## src/rtl/pwr_pkg.sv

```systemverilog
package pwr_pkg;
  localparam int unsigned DATA_W = 32;
  localparam int unsigned ADDR_W = 4;

  localparam logic [ADDR_W-1:0] OFF_CTRL   = 4'h0;
  localparam logic [ADDR_W-1:0] OFF_ENABLE = 4'h4;
  localparam logic [ADDR_W-1:0] OFF_REASON = 4'h8;

  localparam int unsigned CTRL_REQ_BIT  = 0;
  localparam int unsigned CTRL_DOWN_BIT = 15;

  typedef enum logic [1:0] {
    PS_IDLE   = 2'd0,
    PS_PWR_DN = 2'd1,
    PS_SLEEP  = 2'd2,
    PS_PWR_UP = 2'd3
  } pwr_state_e;
endpackage

```

## src/rtl/pwr_trig_sync.sv

```systemverilog
module pwr_trig_sync #(
  parameter int unsigned W      = 32,
  parameter int unsigned STAGES = 2
) (
  input  logic         clk,
  input  logic         rst_n,
  input  logic [W-1:0] raw,
  output logic [W-1:0] rise
);
  logic [W-1:0] stage_q [STAGES];
  logic [W-1:0] prev_q;

  always_ff @(posedge clk or negedge rst_n) begin
    if (!rst_n) begin
      for (int i = 0; i < STAGES; i++) stage_q[i] <= '0;
      prev_q <= '0;
    end else begin
      stage_q[0] <= raw;
      for (int i = 1; i < STAGES; i++) stage_q[i] <= stage_q[i-1];
      prev_q <= stage_q[STAGES-1];
    end
  end

  assign rise = stage_q[STAGES-1] & ~prev_q;

  // an edge pulse lasts one cycle unless the line toggles again
  a_r3_rise_single: assert property (@(posedge clk) disable iff (!rst_n)
    1'b1 |=> ((rise & $past(rise)) == '0));
endmodule

```

## src/rtl/pwr_wake_bank.sv

```systemverilog
module pwr_wake_bank #(
  parameter int unsigned W = 32
) (
  input  logic         clk,
  input  logic         rst_n,
  input  logic         en_we,
  input  logic [W-1:0] en_bmask,
  input  logic [W-1:0] en_wdata,
  input  logic [W-1:0] rise,
  input  logic [W-1:0] ack_mask,
  output logic [W-1:0] enable_q,
  output logic [W-1:0] reason_q
);
  logic [W-1:0] set_mask;

  assign set_mask = rise & enable_q;

  always_ff @(posedge clk or negedge rst_n) begin
    if (!rst_n) begin
      enable_q <= '0;
      reason_q <= '0;
    end else begin
      if (en_we) enable_q <= (enable_q & ~en_bmask) | (en_wdata & en_bmask);
      reason_q <= (reason_q & ~ack_mask) | set_mask;
    end
  end

  // a new reason bit needs an armed edge the cycle before
  a_r3_set_needs_arm: assert property (@(posedge clk) disable iff (!rst_n)
    1'b1 |=> ((reason_q & ~$past(reason_q) & ~$past(rise & enable_q)) == '0));
  // unacknowledged bits are held
  a_r4_hold: assert property (@(posedge clk) disable iff (!rst_n)
    1'b1 |=> (($past(reason_q) & ~$past(ack_mask) & ~reason_q) == '0));
  // acknowledged bits without a new edge clear
  a_r5_ack_clears: assert property (@(posedge clk) disable iff (!rst_n)
    (ack_mask != '0) |=> ((reason_q & $past(ack_mask) & ~$past(rise & enable_q)) == '0));
  // edge beats acknowledge
  a_r6_edge_wins: assert property (@(posedge clk) disable iff (!rst_n)
    ((rise & enable_q & ack_mask) != '0) |=>
      ((reason_q & $past(rise & enable_q & ack_mask)) == $past(rise & enable_q & ack_mask)));
endmodule

```

## src/rtl/pwr_sleep_seq.sv

```systemverilog
module pwr_sleep_seq
  import pwr_pkg::*;
(
  input  logic clk,
  input  logic rst_n,
  input  logic req_pulse,
  input  logic wake_pending,
  input  logic mem_pd_ack,
  output logic mem_pd_req,
  output logic sleep_req,
  output logic req_pending,
  output logic mem_down
);
  pwr_state_e state_q, state_d;

  always_comb begin
    state_d = state_q;
    unique case (state_q)
      PS_IDLE:   if (req_pulse)    state_d = PS_PWR_DN;
      PS_PWR_DN: if (mem_pd_ack)   state_d = PS_SLEEP;
      PS_SLEEP:  if (wake_pending) state_d = PS_PWR_UP;
      PS_PWR_UP: if (!mem_pd_ack)  state_d = PS_IDLE;
      default:                     state_d = PS_IDLE;
    endcase
  end

  always_ff @(posedge clk or negedge rst_n) begin
    if (!rst_n) state_q <= PS_IDLE;
    else        state_q <= state_d;
  end

  assign mem_pd_req  = (state_q == PS_PWR_DN) || (state_q == PS_SLEEP);
  assign sleep_req   = (state_q == PS_SLEEP);
  assign req_pending = (state_q == PS_PWR_DN) || (state_q == PS_SLEEP);
  assign mem_down    = (state_q == PS_SLEEP) || (state_q == PS_PWR_UP);

  // sleep only while memory is held powered down
  a_r9_sleep_holds_pd: assert property (@(posedge clk) disable iff (!rst_n)
    sleep_req |-> (mem_pd_req && mem_down));
  // a pending wake leaves sleep at the next edge
  a_r10_wake_exits: assert property (@(posedge clk) disable iff (!rst_n)
    (sleep_req && wake_pending) |=> (!sleep_req && !mem_pd_req));
  // power-down starts only from a software request
  a_r8_pd_from_request: assert property (@(posedge clk) disable iff (!rst_n)
    $rose(mem_pd_req) |-> $past(req_pulse));
endmodule

```

## src/rtl/pwr_sleep_wake.sv

```systemverilog
module pwr_sleep_wake
  import pwr_pkg::*;
#(
  parameter int unsigned SYNC_STAGES = 2
) (
  input  logic              clk,
  input  logic              rst_n,
  input  logic              bus_wr,
  input  logic [ADDR_W-1:0] bus_addr,
  input  logic [DATA_W-1:0] bus_wdata,
  input  logic [DATA_W/8-1:0] bus_be,
  output logic [DATA_W-1:0] bus_rdata,
  input  logic [DATA_W-1:0] wake_raw,
  input  logic              mem_pd_ack,
  output logic              mem_pd_req,
  output logic              sleep_req,
  output logic              wake_irq
);
  localparam int unsigned BE_W = DATA_W / 8;

  logic [DATA_W-1:0] bmask;
  logic [DATA_W-1:0] rise;
  logic [DATA_W-1:0] enable_q;
  logic [DATA_W-1:0] reason_q;
  logic [DATA_W-1:0] ack_mask;
  logic              wr_ctrl, wr_en, wr_rsn;
  logic              req_pulse, req_pending, mem_down;

  for (genvar b = 0; b < BE_W; b++) begin : g_bmask
    assign bmask[8*b +: 8] = {8{bus_be[b]}};
  end

  assign wr_ctrl   = bus_wr && (bus_addr == OFF_CTRL);
  assign wr_en     = bus_wr && (bus_addr == OFF_ENABLE);
  assign wr_rsn    = bus_wr && (bus_addr == OFF_REASON);
  assign req_pulse = wr_ctrl && bus_be[0] && bus_wdata[CTRL_REQ_BIT];
  assign ack_mask  = wr_rsn ? (bus_wdata & bmask) : '0;

  pwr_trig_sync #(.W(DATA_W), .STAGES(SYNC_STAGES)) u_sync (
    .clk  (clk),
    .rst_n(rst_n),
    .raw  (wake_raw),
    .rise (rise)
  );

  pwr_wake_bank #(.W(DATA_W)) u_bank (
    .clk     (clk),
    .rst_n   (rst_n),
    .en_we   (wr_en),
    .en_bmask(bmask),
    .en_wdata(bus_wdata),
    .rise    (rise),
    .ack_mask(ack_mask),
    .enable_q(enable_q),
    .reason_q(reason_q)
  );

  pwr_sleep_seq u_seq (
    .clk         (clk),
    .rst_n       (rst_n),
    .req_pulse   (req_pulse),
    .wake_pending(wake_irq),
    .mem_pd_ack  (mem_pd_ack),
    .mem_pd_req  (mem_pd_req),
    .sleep_req   (sleep_req),
    .req_pending (req_pending),
    .mem_down    (mem_down)
  );

  assign wake_irq = |reason_q;

  always_comb begin
    bus_rdata = '0;
    unique case (bus_addr)
      OFF_CTRL: begin
        bus_rdata[CTRL_REQ_BIT]  = req_pending;
        bus_rdata[CTRL_DOWN_BIT] = mem_down;
      end
      OFF_ENABLE: bus_rdata = enable_q;
      OFF_REASON: bus_rdata = reason_q;
      default:    bus_rdata = '0;
    endcase
  end

  // interrupt tracks the reason latch
  a_r7_irq_or: assert property (@(posedge clk) disable iff (!rst_n)
    (reason_q == '0) |-> !wake_irq);
  // a pending request is not withdrawn by a bus write
  a_r12_no_cancel: assert property (@(posedge clk) disable iff (!rst_n)
    ($past(req_pending) && !$past(sleep_req) && !$past(mem_pd_ack)) |-> req_pending);
endmodule

```

## config.mk

```make
export PLATFORM = sky130hd
export DESIGN_NAME = pwr_sleep_wake
export DESIGN_NICKNAME = d
export VERILOG_FILES = /design/src/rtl/pwr_pkg.sv /design/src/rtl/pwr_trig_sync.sv /design/src/rtl/pwr_wake_bank.sv /design/src/rtl/pwr_sleep_seq.sv /design/src/rtl/pwr_sleep_wake.sv
export SDC_FILE = /design/constraint.sdc
export NUM_CORES = 1
export LEC_CHECK = 0
export BUFFER_PORTS_ARGS = -buffer_cell sky130_fd_sc_hd__buf_4
export CORE_AREA = 2 2 130 132
export CTS_CLUSTER_DIAMETER = 60
export CTS_CLUSTER_SIZE = 20
export DETAILED_ROUTE_END_ITERATION = 12
export DIE_AREA = 0 0 132 134
export PLACE_DENSITY = 0.65
export SETUP_SLACK_MARGIN = 0.4
export SYNTH_ARGS = -nofsm -noshare
export SYNTH_HDL_FRONTEND = slang
export SYNTH_HIERARCHICAL = 1
export SYNTH_SLANG_ARGS = --single-unit
```

## constraint.sdc

```tcl
create_clock -name clk -period 2.9 [get_ports clk]
set_input_delay 0.58 -clock clk [delete_from_list [all_inputs] [get_ports clk]]
set_output_delay 0.58 -clock clk [all_outputs]
set_load 0.005 [all_outputs]
```

==> results.tsv <==
metric	value	unit
reg-to-reg slack, setup	0.98	ns
Max IR drop VDD	0.000473	V
CP startpoint kind	flip-flop	
Critical Path Sink Type	primary output	
Cell variety after synth	25	
ys async rst share	100	%
syn avg cell area	13.6	um2
area of the mapped netlist	6380	um2
CTS buffer count	17	
final hold vios	0	
clk_lat worst skew	0.42	ns
CP required	2.32	ns
final total power	5.81	mW
die area	17700	um2
H-tree levels	4	
Layout Area Growth over Synthesis	28.6	%
DRC	0	
Setup Viol. Count Final	0	
WL final	14.2	mm
vias post-DR	3910	
worst hold path class	primary input to asynchronous set/reset pin	
Setup Skew	0.00809	ns
fraction of the yosys area taken by sequential cells	63.6	%
RD Place Congestion	0.757	
first-pass GRT wire length	22.7	mm
Post-Syn Nets	549	
share of cells above drive strength 1	37.7	%
Max Buffers Root-to-Sink	2	
Initial Utilization	39.1	%
Fmax	420	MHz
Ports	111	
vias per inst	4.71	
number of max-cap violations	0	
die extent in x	132	um
die height	134	um
DRT iter0 DRCs	156	
antenna violations before repair	0	
Wirelength per Cell	17.1	um
GRT Overall Usage	16.9	%
Ys Warns	6	
Tmin final	2.38	ns
clock root buffer	clkbuf_16	
RSZ-0062 raised after global routing	no	
Clock transition at path regs	0.06	ns
Setup CP Type	flip-flop to primary output	
status	complete, no violations	
Post-synth EDFFs	0	
period utilisation layout	82.2	%
setup TNS	0	ns
PortBufs	110	
final net count	678	
CP max FO	4	
ys flop type	dfrtp_1	
CTS tree	done	
diode count	0	
grt ovf	0	
DP Wirelength	9.63	mm
core area	16300	um2
Rows	47	
CTS sink cnt	162	
post-route ant nets	0	
vias in the first global route	4159	
PwrDens	709	nW/um2
largest net degree at the start of global routing	64	
Seq cells post-synth	162	
worst-margin pin slew	0.593	ns
Final Max Tran Viols	0	
Syn Inst Count	468	
Slew headroom	60.4	%
Detailed Routing Iterations Pass 1	4	
LEAKAGE	4.01	nW
Worst EP arrival	1.80	ns
## routing by layer
layer  GRT usage, %  share of wire (%)  up-vias
met5              0                  0        -
met4           5.86                1.4        0
met3           5.10                5.0       16
met2           27.1                 49      109
met1           22.1                 45     1969
li1               -                  -     1816
## kinds of logic (layout without fill, tap and decap cells)
group,Yosys count,count (layout),synth area share (%)
simple gates,153,153,16.8
buf+inv,46,188,3.24
compound gates,65,65,7.14
fa+ha+maj,5,5,0.981
mux,37,37,8.28
flops,162,162,63.6
## metrics by stage
stage	area (um2)	util (%)	hold slack, ns	worst slack [ns]	instances
floorplan	6380	-	0.284	0.939	468
global placement	7490	46.0	0.331	0.672	795
detailed placement	7490	46.0	0.335	0.663	795
CTS	8170	50.2	0.153	0.428	828
global route	8200	50.3	0.164	0.433	830
finish	8200	50.3	0.137	0.517	830
## power breakdown
group | switching (mW) | internal [mW] | total [mW]
Clock | 0.902 | 1.43 | 2.33
Sequential | 0.220 | 2.50 | 2.73
Combinational | 0.303 | 0.455 | 0.758
Total | 1.43 | 4.39 | 5.81
## worst max-delay path: stages (launching register included)
cell       delay, ns
dfrtp_1         0.40
inv_2           0.09
ha_4            0.17
or2_4           0.24
mux2i_1         0.12
a2bb2oi_1       0.18
nor3_1          0.06
buf_4           0.13
## Yosys cell counts (all sizes together) (2+ instances only)
master / count / area share, %
o21ai: 32 / 2.5
mux2i: 4 / 0.63
buf: 10 / 1.1
nand4: 2 / 0.20
dfrtp: 162 / 64
inv: 36 / 2.1
ha: 5 / 0.98
or2: 2 / 0.20
a22o: 30 / 4.1
and2: 33 / 3.2
a2bb2oi: 2 / 0.27
nand2: 64 / 3.8
nor4: 9 / 0.88
and3: 4 / 0.39
nor2b: 33 / 7.0
nor3: 2 / 0.16
nor4b: 2 / 0.75
mux2: 33 / 7.7
## cell usage in the layout (no fill, tap or decap), types with 3 or more instances in the layout
cell,count
a22o_1,30
and3_1,4
and2_1,33
clkbuf_8,3
clkbuf_16,17
inv_1,35
bufinv_16,3
mux2_4,31
o21ai_0,32
mux2i_1,4
nand2_1,64
ha_1,3
dfrtp_1,161
nor4_1,4
nor4_2,3
nor2b_4,32
buf_4,117
## final timing paths
path,startpoint,end,cells past startpoint
setup / recovery,u_seq/state_q[0],bus_rdata[15],7
hold / removal,rst_n,u_sync/stage_q[55],1
setup reg to reg,u_bank/reason_q[5],u_seq/state_q[1],5
hold reg to reg,u_sync/stage_q[47],u_sync/stage_q[15],0
max in group asynchronous,rst_n,u_bank/reason_q[11],2
min in group clk,wake_raw[30],u_sync/stage_q[62],1
## final cells by class
class	count	area, um2
sequential	162	4060
clock inverter	11	150
timing repair buffer	120	930
tap	220	275
multi-input combinational	260	2180
inverter	36	135
fill	1441	8090
clock buffer	21	470
## what timing repair did
action	in CTS	in global routing
gates resized for setup	10	4
buffers inserted	1	2
setup endpoints to repair	2	3
pin swaps	1	1
hold buffers	0	0
endpoints found under the hold margin	0	0
No activity file was read; power rests on OpenSTA's default activity.
